## src/rtl/xpt_pkg.sv

```systemverilog
package xpt_pkg;
  localparam int CMD_W = 4;
  typedef logic [CMD_W-1:0] cmd_t;

  localparam cmd_t CMD_GND     = 4'd8;
  localparam cmd_t CMD_OFF_ONE = 4'd11;
  localparam cmd_t CMD_ON_ONE  = 4'd12;
  localparam cmd_t CMD_OFF_ALL = 4'd13;
  localparam cmd_t CMD_ON_ALL  = 4'd14;
  localparam cmd_t CMD_SW_LAT  = 4'd15;

  typedef struct packed {
    logic route_we;
    logic off_one;
    logic on_one;
    logic off_all;
    logic on_all;
    logic sw_latch;
  } act_t;
endpackage

```

## src/rtl/xpt_rise_det.sv

```systemverilog
module xpt_rise_det (
  input  logic clk,
  input  logic rst_n,
  input  logic sig_i,
  output logic rise_o
);
  logic prev_q;
  logic prev_d;

  always_comb prev_d = sig_i;

  always_ff @(posedge clk or negedge rst_n) begin
    if (!rst_n) prev_q <= 1'b0;
    else        prev_q <= prev_d;
  end

  assign rise_o = sig_i & ~prev_q;
endmodule

```

## src/rtl/xpt_cmd_decode.sv

```systemverilog
module xpt_cmd_decode
  import xpt_pkg::*;
(
  input  logic fire_i,
  input  logic latch_i,
  input  cmd_t cmd_i,
  output act_t act_o
);
  always_comb begin
    act_o          = '0;
    act_o.route_we = fire_i & (cmd_i <= CMD_GND);
    act_o.off_one  = fire_i & (cmd_i == CMD_OFF_ONE);
    act_o.on_one   = fire_i & (cmd_i == CMD_ON_ONE);
    act_o.off_all  = fire_i & (cmd_i == CMD_OFF_ALL);
    act_o.on_all   = fire_i & (cmd_i == CMD_ON_ALL);
    act_o.sw_latch = fire_i & (cmd_i == CMD_SW_LAT) & latch_i;
  end
endmodule

```

## src/rtl/xpt_route_bank.sv

```systemverilog
module xpt_route_bank
  import xpt_pkg::*;
#(
  parameter int N_OUT = 8,
  localparam int AW = $clog2(N_OUT)
) (
  input  logic                   clk,
  input  logic                   rst_n,
  input  logic                   route_we,
  input  logic                   sw_latch,
  input  logic [AW-1:0]          addr_i,
  input  cmd_t                   cmd_i,
  input  logic                   edge_mode,
  input  logic                   latch_lvl,
  input  logic                   latch_rise,
  output logic [N_OUT*CMD_W-1:0] route_o
);
  logic xfer;

  // master update happens first; the slave transfer sees the new master
  always_comb xfer = sw_latch | (edge_mode ? latch_rise : ~latch_lvl);

  for (genvar i = 0; i < N_OUT; i++) begin : g_out
    localparam logic [AW-1:0] MY_ADDR = AW'(i);
    cmd_t mst_q, mst_d, slv_q, slv_d;
    logic mst_ce;

    always_comb begin
      mst_ce = route_we & (addr_i == MY_ADDR);
      mst_d  = mst_ce ? cmd_i : mst_q;
      slv_d  = xfer ? mst_d : slv_q;
    end

    always_ff @(posedge clk or negedge rst_n) begin
      if (!rst_n) begin
        mst_q <= '0;
        slv_q <= '0;
      end else begin
        if (mst_ce) mst_q <= mst_d;
        if (xfer)   slv_q <= slv_d;
      end
    end

    assign route_o[i*CMD_W +: CMD_W] = slv_q;
  end
endmodule

```

## src/rtl/xpt_enable_bank.sv

```systemverilog
module xpt_enable_bank
  import xpt_pkg::*;
#(
  parameter int N_OUT = 8,
  localparam int AW = $clog2(N_OUT)
) (
  input  logic             clk,
  input  logic             rst_n,
  input  act_t             act_i,
  input  logic [AW-1:0]    addr_i,
  output logic [N_OUT-1:0] en_o
);
  logic [N_OUT-1:0] en_q, en_d;
  logic             en_ce;

  always_comb begin
    en_ce = act_i.off_one | act_i.on_one | act_i.off_all | act_i.on_all;
    for (int i = 0; i < N_OUT; i++) begin
      if (act_i.off_all)                                 en_d[i] = 1'b0;
      else if (act_i.on_all)                             en_d[i] = 1'b1;
      else if (act_i.off_one && addr_i == AW'(i))        en_d[i] = 1'b0;
      else if (act_i.on_one && addr_i == AW'(i))         en_d[i] = 1'b1;
      else                                               en_d[i] = en_q[i];
    end
  end

  always_ff @(posedge clk or negedge rst_n) begin
    if (!rst_n)     en_q <= '0;
    else if (en_ce) en_q <= en_d;
  end

  assign en_o = en_q;
endmodule

```

## src/rtl/xpt_par_decoder.sv

```systemverilog
module xpt_par_decoder
  import xpt_pkg::*;
#(
  parameter int N_OUT = 8,
  localparam int AW = $clog2(N_OUT),
  localparam int RW = N_OUT * CMD_W
) (
  input  logic             clk,
  input  logic             rst_n,
  input  logic             wr_strb,
  input  logic             chip_sel,
  input  logic             chip_sel_n,
  input  logic [AW-1:0]    out_addr,
  input  logic [CMD_W-1:0] cmd_word,
  input  logic             latch_strb,
  input  logic             edge_mode,
  output logic [RW-1:0]    route_code,
  output logic [N_OUT-1:0] out_en
);
  logic wr_gated;
  logic wr_fire;
  logic lat_rise;
  act_t act;

  assign wr_gated = wr_strb & chip_sel & ~chip_sel_n;

  xpt_rise_det u_wr_det (
    .clk(clk), .rst_n(rst_n), .sig_i(wr_gated), .rise_o(wr_fire)
  );

  xpt_rise_det u_lat_det (
    .clk(clk), .rst_n(rst_n), .sig_i(latch_strb), .rise_o(lat_rise)
  );

  xpt_cmd_decode u_dec (
    .fire_i(wr_fire), .latch_i(latch_strb), .cmd_i(cmd_word), .act_o(act)
  );

  xpt_route_bank #(.N_OUT(N_OUT)) u_routes (
    .clk(clk), .rst_n(rst_n),
    .route_we(act.route_we), .sw_latch(act.sw_latch),
    .addr_i(out_addr), .cmd_i(cmd_word),
    .edge_mode(edge_mode), .latch_lvl(latch_strb), .latch_rise(lat_rise),
    .route_o(route_code)
  );

  xpt_enable_bank #(.N_OUT(N_OUT)) u_enables (
    .clk(clk), .rst_n(rst_n), .act_i(act), .addr_i(out_addr), .en_o(out_en)
  );
endmodule

```

## config.mk

```make
export PLATFORM = sky130hd
export DESIGN_NAME = xpt_par_decoder
export DESIGN_NICKNAME = d
export VERILOG_FILES = /design/src/rtl/xpt_pkg.sv /design/src/rtl/xpt_rise_det.sv /design/src/rtl/xpt_cmd_decode.sv /design/src/rtl/xpt_route_bank.sv /design/src/rtl/xpt_enable_bank.sv /design/src/rtl/xpt_par_decoder.sv
export SDC_FILE = /design/constraint.sdc
export NUM_CORES = 1
export LEC_CHECK = 0
export BUFFER_PORTS_ARGS = -buffer_cell sky130_fd_sc_hd__buf_2
export CAP_MARGIN = 30
export CORE_MARGIN = 2
export CORE_UTILIZATION = 40
export CTS_BUF_LIST = sky130_fd_sc_hd__clkbuf_4 sky130_fd_sc_hd__clkbuf_8 sky130_fd_sc_hd__clkbuf_16
export DETAILED_ROUTE_END_ITERATION = 8
export MAX_ROUTING_LAYER = met4
export PLACE_DENSITY_LB_ADDON = 0.15
export SLEW_MARGIN = 0
export SYNTH_ARGS = -nofsm -noshare
export SYNTH_HDL_FRONTEND = slang
export SYNTH_HIERARCHICAL = 1
export SYNTH_SLANG_ARGS = --single-unit
export TNS_END_PERCENT = 30
```

## constraint.sdc

```tcl
create_clock -name clk -period 2.5 [get_ports clk]
set_input_delay 0.5 -clock clk [delete_from_list [all_inputs] [get_ports clk]]
set_output_delay 0.5 -clock clk [all_outputs]
set_load 0.05 [all_outputs]
```

## Word level (Yosys, flattened, before mapping)

Index checks and enable logic that the tools add are counted.

- Output and inout port bits: 40
- Bits of input ports: 14
- Memories kept: 0
- Flip-flop bits (word level): 74
- Bits in writable memories: 0
- ROM bits: 0
- Bits in latches: 0
- Word-level logic and storage cells: 140

- Bitwise logic cells: 27
- Equality and inequality tests: 12
- Reductions and logical operators: 33
- $mul: 0
- $lt $le $gt $ge: 1
- Shift operators: 0
- Multiplexer cells: 41
- Divide/modulo/power cells: 0
- Add/subtract/negate cells: 0

Operators by type and width:

| operator | number |
|---|---|
| $mux 1 | 33 |
| $mux 4 | 8 |
| $reduce_bool 4->1 | 8 |
| $eq 4x4->1 const B | 5 |
| $and 1x1->1 | 19 |
| $logic_and 1x1->1 | 16 |
| $reduce_and 2->1 | 8 |
| $eq 3x3->1 const B | 4 |
| $eq 3x2->1 const B | 2 |
| $le 4x4->1 const B | 1 |
| $not 1->1 | 4 |
| $or 1x1->1 | 4 |
| $eq 3x1->1 const B | 1 |
| $logic_not 3->1 | 1 |

## Logic depth before layout (Yosys ltp)

- Word-level depth: 9
- Depth in mapped cells: 7
- Depth with buffers taken out: 7

## Modules after synthesis

Netlist, hierarchy kept.

Modules (own cells, without submodules):

| module | area each (sq um) | sequential area each (sq um) | instances | cells an instance |
|---|---|---|---|---|
| xpt_route_bank | 2,507.4 | 1,601.5 | 1 | 141 |
| xpt_enable_bank | 407.9 | 200.2 | 1 | 33 |
| xpt_rise_det | 38.8 | 25.0 | 2 | 2 |
| xpt_cmd_decode | 71.3 | 0.0 | 1 | 10 |
| xpt_par_decoder | 8.8 | 0.0 | 1 | 1 |

## Least setup slack after synthesis

Ideal clock, no wire load.

- Path type: input -> register
- Start point: input chip_sel_n
- End point: register u_routes.g_out[0].slv_q[0]
- Setup slack: 352 ps
- Stages: 6
- Data required time: 2,375 ps
- Setup time: 125 ps
- Data arrival time: 2,023 ps
- Cell sequence: and3b_1 -> nor2b_4 -> and2_1 -> nor4b_4 -> mux2_2 -> mux2_2

RTL lines:

| what | RTL line | RTL |
|---|---|---|
| start, declared | xpt_par_decoder.sv:12 | `input logic chip_sel_n,` |
| end signal, assigned | xpt_route_bank.sv:40 | `if (xfer) slv_q <= slv_d;` |
| end, declared | xpt_route_bank.sv:25 | `cmd_t mst_q, mst_d, slv_q, slv_d;` |

==> summary.txt <==
Die
  – DIE AREA: 8400 µm²
  – Die X: 91.65 µm
  – Total core area: roughly 7300 µm²
  – I/O pin count: 54
  – Die Ht: 91.65 µm
  – # rows: 31
  – Initial cell density of the core: 41.92%

Logic synthesis
  – Post-Synth Simple-Gate Area: 8.225%
  – Post-Synth XOR/XNOR Area: 0%
  – Multiplexer share of the synthesized area: 25.16%
  – Syn Inst Count: between 150 and 200
  – Area of the mapped netlist: 3073 µm²
  – Largest family of logic cells by synthesized area: multiplexers
  – Syn avg cell area: 16.26 µm²
  – Register area share after synthesis: around 60%
  – Post-synthesis compound-gate area fraction: about 5.4%
  – Seq cells post-synth: 74
  – Unique masters post-synth: 27
  – Syn nets: 203
  – YS warnings: 6
  – Post-Synth Adder-Cell Area: 0%

Power
  – P_int: about 2.1 mW
  – Switching share of power: 35.49%
  – Worst VDD drop: 0.3952 mV
  – Leak pwr: 1.833 nW
  – Gate power share: 29.5%
  – Flop pwr share: 44.9%
  – NetSw: 1.171 mW
  – P per Cell Area: 889.2 nW/µm²
  – Clock Power Share: around a quarter

Clock network
  – Num CTS Buffers: 9
  – CTS Root Cell: clkbuf_8
  – Clock tree buffer depth: 2
  – Clock sink total: 74
  – Post-CTS setup buffer count: 0
  – CTS tree: built
  – Clk_lat worst skew: ~0.34 ns
  – PostCTS Resize Cnt: 0
  – H-tree Lvls: 3
  – Reg clk slew, reported paths: approximately 0.080 ns
  – Post-cts hold buffer count: 0

Finish
  – Multi-input logic area: 1191 µm²
  – Diode count: 0
  – Design area: 3711 µm²
  – Layout Nets: between 200 and 300
  – Commonest non-fill, non-tap cell in the layout: dfrtp_1
  – P&R area growth vs syn: 20.77%
  – Fraction of layout cells with a size suffix above 1: 59.16%
  – Register Area: 1852 µm²
  – Most frequent cells in the layout: dfrtp_1, buf_2, mux2_2
  – Fill count: 653

STA
  – Setup tns final: 0 ns
  – Fmax: ~0.49 GHz
  – RSZ-0062 raised after global routing: no
  – Fin Clk Skew: roughly 0.009 ns
  – Final setup vio count: 0
  – Final hold vios: 0
  – Slew Limit Headroom: between 50% and 60%
  – Slew @ Worst Pin: 0.6467 ns
  – Slew Limit Fails: 0
  – Crit path time final: 2.032 ns
  – Final period util: 81.27%

Route
  – Final wirelength: 6.116 mm
  – Via/cell ratio: 5.055
  – DRC: 0
  – DRT Pass-1 Iters: 4
  – Via count: 1825
  – Routed WL per cell: roughly 17 µm
  – DRT iter0 DRCs: 58
  – Antenna-violating nets left: 0

Placed design
  – Final HPWL DP: 4.033 mm
  – Routability cong.: 0.7887
  – IO buf count: 53
  – Placement Cell Area: between 3000 and 4000 µm²

Worst setup path
  – WP data arrival: 2.25 ns
  – Largest stage delay, worst path: 0.36 ns
  – Worst r2r src: u_wr_det/prev_q
  – Max FO, Critical Path: 5
  – Critical path type: input port to flip-flop
  – Cell Chain, Critical Path: buf_2 -> and3b_1 -> nor2b_4 -> and2_1 -> buf_4 -> nand4b_1 -> mux2_2 -> mux2_2
  – CP endpoint kind: flip-flop
  – Reg2Reg Setup Slack: 0.58 ns
  – Worst Path Required: 2.72 ns
  – CP max-delay cell: mux2_2
  – Reg2Reg Depth: 6
  – Reg-to-reg critical path endpoint: u_routes/g_out[5].slv_q[2]
  – CP most frequent cell: mux2_2
  – Nature of the critical path startpoint: input port

Hold path
  – Min-Delay Path Class: input port to async pin

GRT
  – Vias in the first global route: 1899
  – Tot GR Track Use: between 10% and 20%
  – GRT overflow: 0
  – Initial antenna violation count: 0
  – Largest net degree at the start of global routing: 48
  – First-pass GRT wire length: 10.40 mm

Flow run
  – Max Cap Viol: 0

Outcome
  – Status: complete, no violations
worst max-delay path: cells and delay by family:
kind / cells / cell delay (ns)
simple gates: 4 / 0.86
mux: 2 / 0.63
buf+inv: 2 / 0.25
worst max-delay path by stage:
| stage | from | to | slack [ns] | cells after the start |
|---|---|---|---|---|
| floorplan | chip_sel_n | u_routes/g_out[0].slv_q[0] | 0.35 | 6 |
| global placement | chip_sel_n | u_routes/g_out[3].slv_q[3] | 0.15 | 8 |
| detailed placement | chip_sel_n | u_routes/g_out[4].slv_q[3] | 0.12 | 8 |
| CTS | chip_sel_n | u_routes/g_out[4].slv_q[3] | 0.47 | 8 |
| global route | chip_sel_n | u_routes/g_out[3].slv_q[0] | 0.34 | 8 |
| finish | chip_sel_n | u_routes/g_out[5].slv_q[2] | 0.47 | 8 |
power by group through the flow:
stage | registers, mW | logic, mW | clock network, mW
6_report | 1.48 | 0.972 | 0.847
5_1_grt | 1.51 | 1.02 | 0.932
4_1_cts | 1.49 | 0.983 | 0.874
3_5_place_dp | 1.51 | 0.980 | 0
3_3_place_gp | 1.51 | 0.970 | 0
2_1_floorplan | 1.96 | 0.257 | 0
through the flow:
stage	total power, mW	hold WS [ns]	instances	setup WS (ns)	util [%]
final	3.300	0.1776	361	0.4684	50.62
after detailed placement	2.489	0.4772	346	0.1195	48.18
after global routing	3.464	0.2370	361	0.3366	50.62
after CTS	3.344	0.1997	361	0.4679	50.62
after floorplan	2.215	0.2044	189	0.3520	-
after global placement	2.475	0.4742	346	0.1490	48.18
registers in the layout, summed over array words and instances (netlist names):
register              flops
u_routes/g_out.mst_q     32
u_lat_det/prev_q          1
u_routes/g_out.slv_q     32
u_enables/en_o            8
u_wr_det/prev_q           1
metal layers:
layer | part of all wire (%) | up-vias | global-route usage [%]
met4 | 1.8 | 0 | 6.818
li1 | - | 848 | -
met1 | 48 | 941 | 22.53
met5 | 0 | - | -
met2 | 48 | 28 | 25.00
met3 | 2.6 | 8 | 2.712
cell families after synthesis:
family                 after synthesis
muxes                               64
and+or+nand+nor                     26
buffers and inverters                5
AOI/OAI and AO/OA                   20
DFF                                 74
cell usage after synthesis:
cell type	n	share of area [%]
nor2_1	4	0.49
nor3_1	1	0.16
and2b_4	2	0.65
and2_1	1	0.20
dfrtp_1	74	60
buf_1	1	0.12
and3b_4	1	0.41
o31ai_1	1	0.24
nor4b_4	1	0.77
mux2_2	50	18
a211o_1	1	0.29
nand4b_1	3	0.86
o21a_1	1	0.24
nand4_1	2	0.41
buf_2	3	0.49
a311oi_1	4	1.1
o21ba_4	1	0.53
a211oi_1	12	2.9
nor2b_4	2	0.90
nand3_2	1	0.33
and3b_1	1	0.29
nor3b_1	1	0.24
and4bb_4	3	1.6
nand2_1	1	0.12
mux2_4	14	6.8
nor3b_2	2	0.81
buf_6	1	0.37
area by class of cell:
type	instances	area share (%)
sequential	74	49.90
multi-input combinational	110	32.10
timing repair buffer	63	9.845
clock buffer	13	4.484
tap	99	3.338
clock inverter	2	0.3372
(Power assumes the default switching activity.)
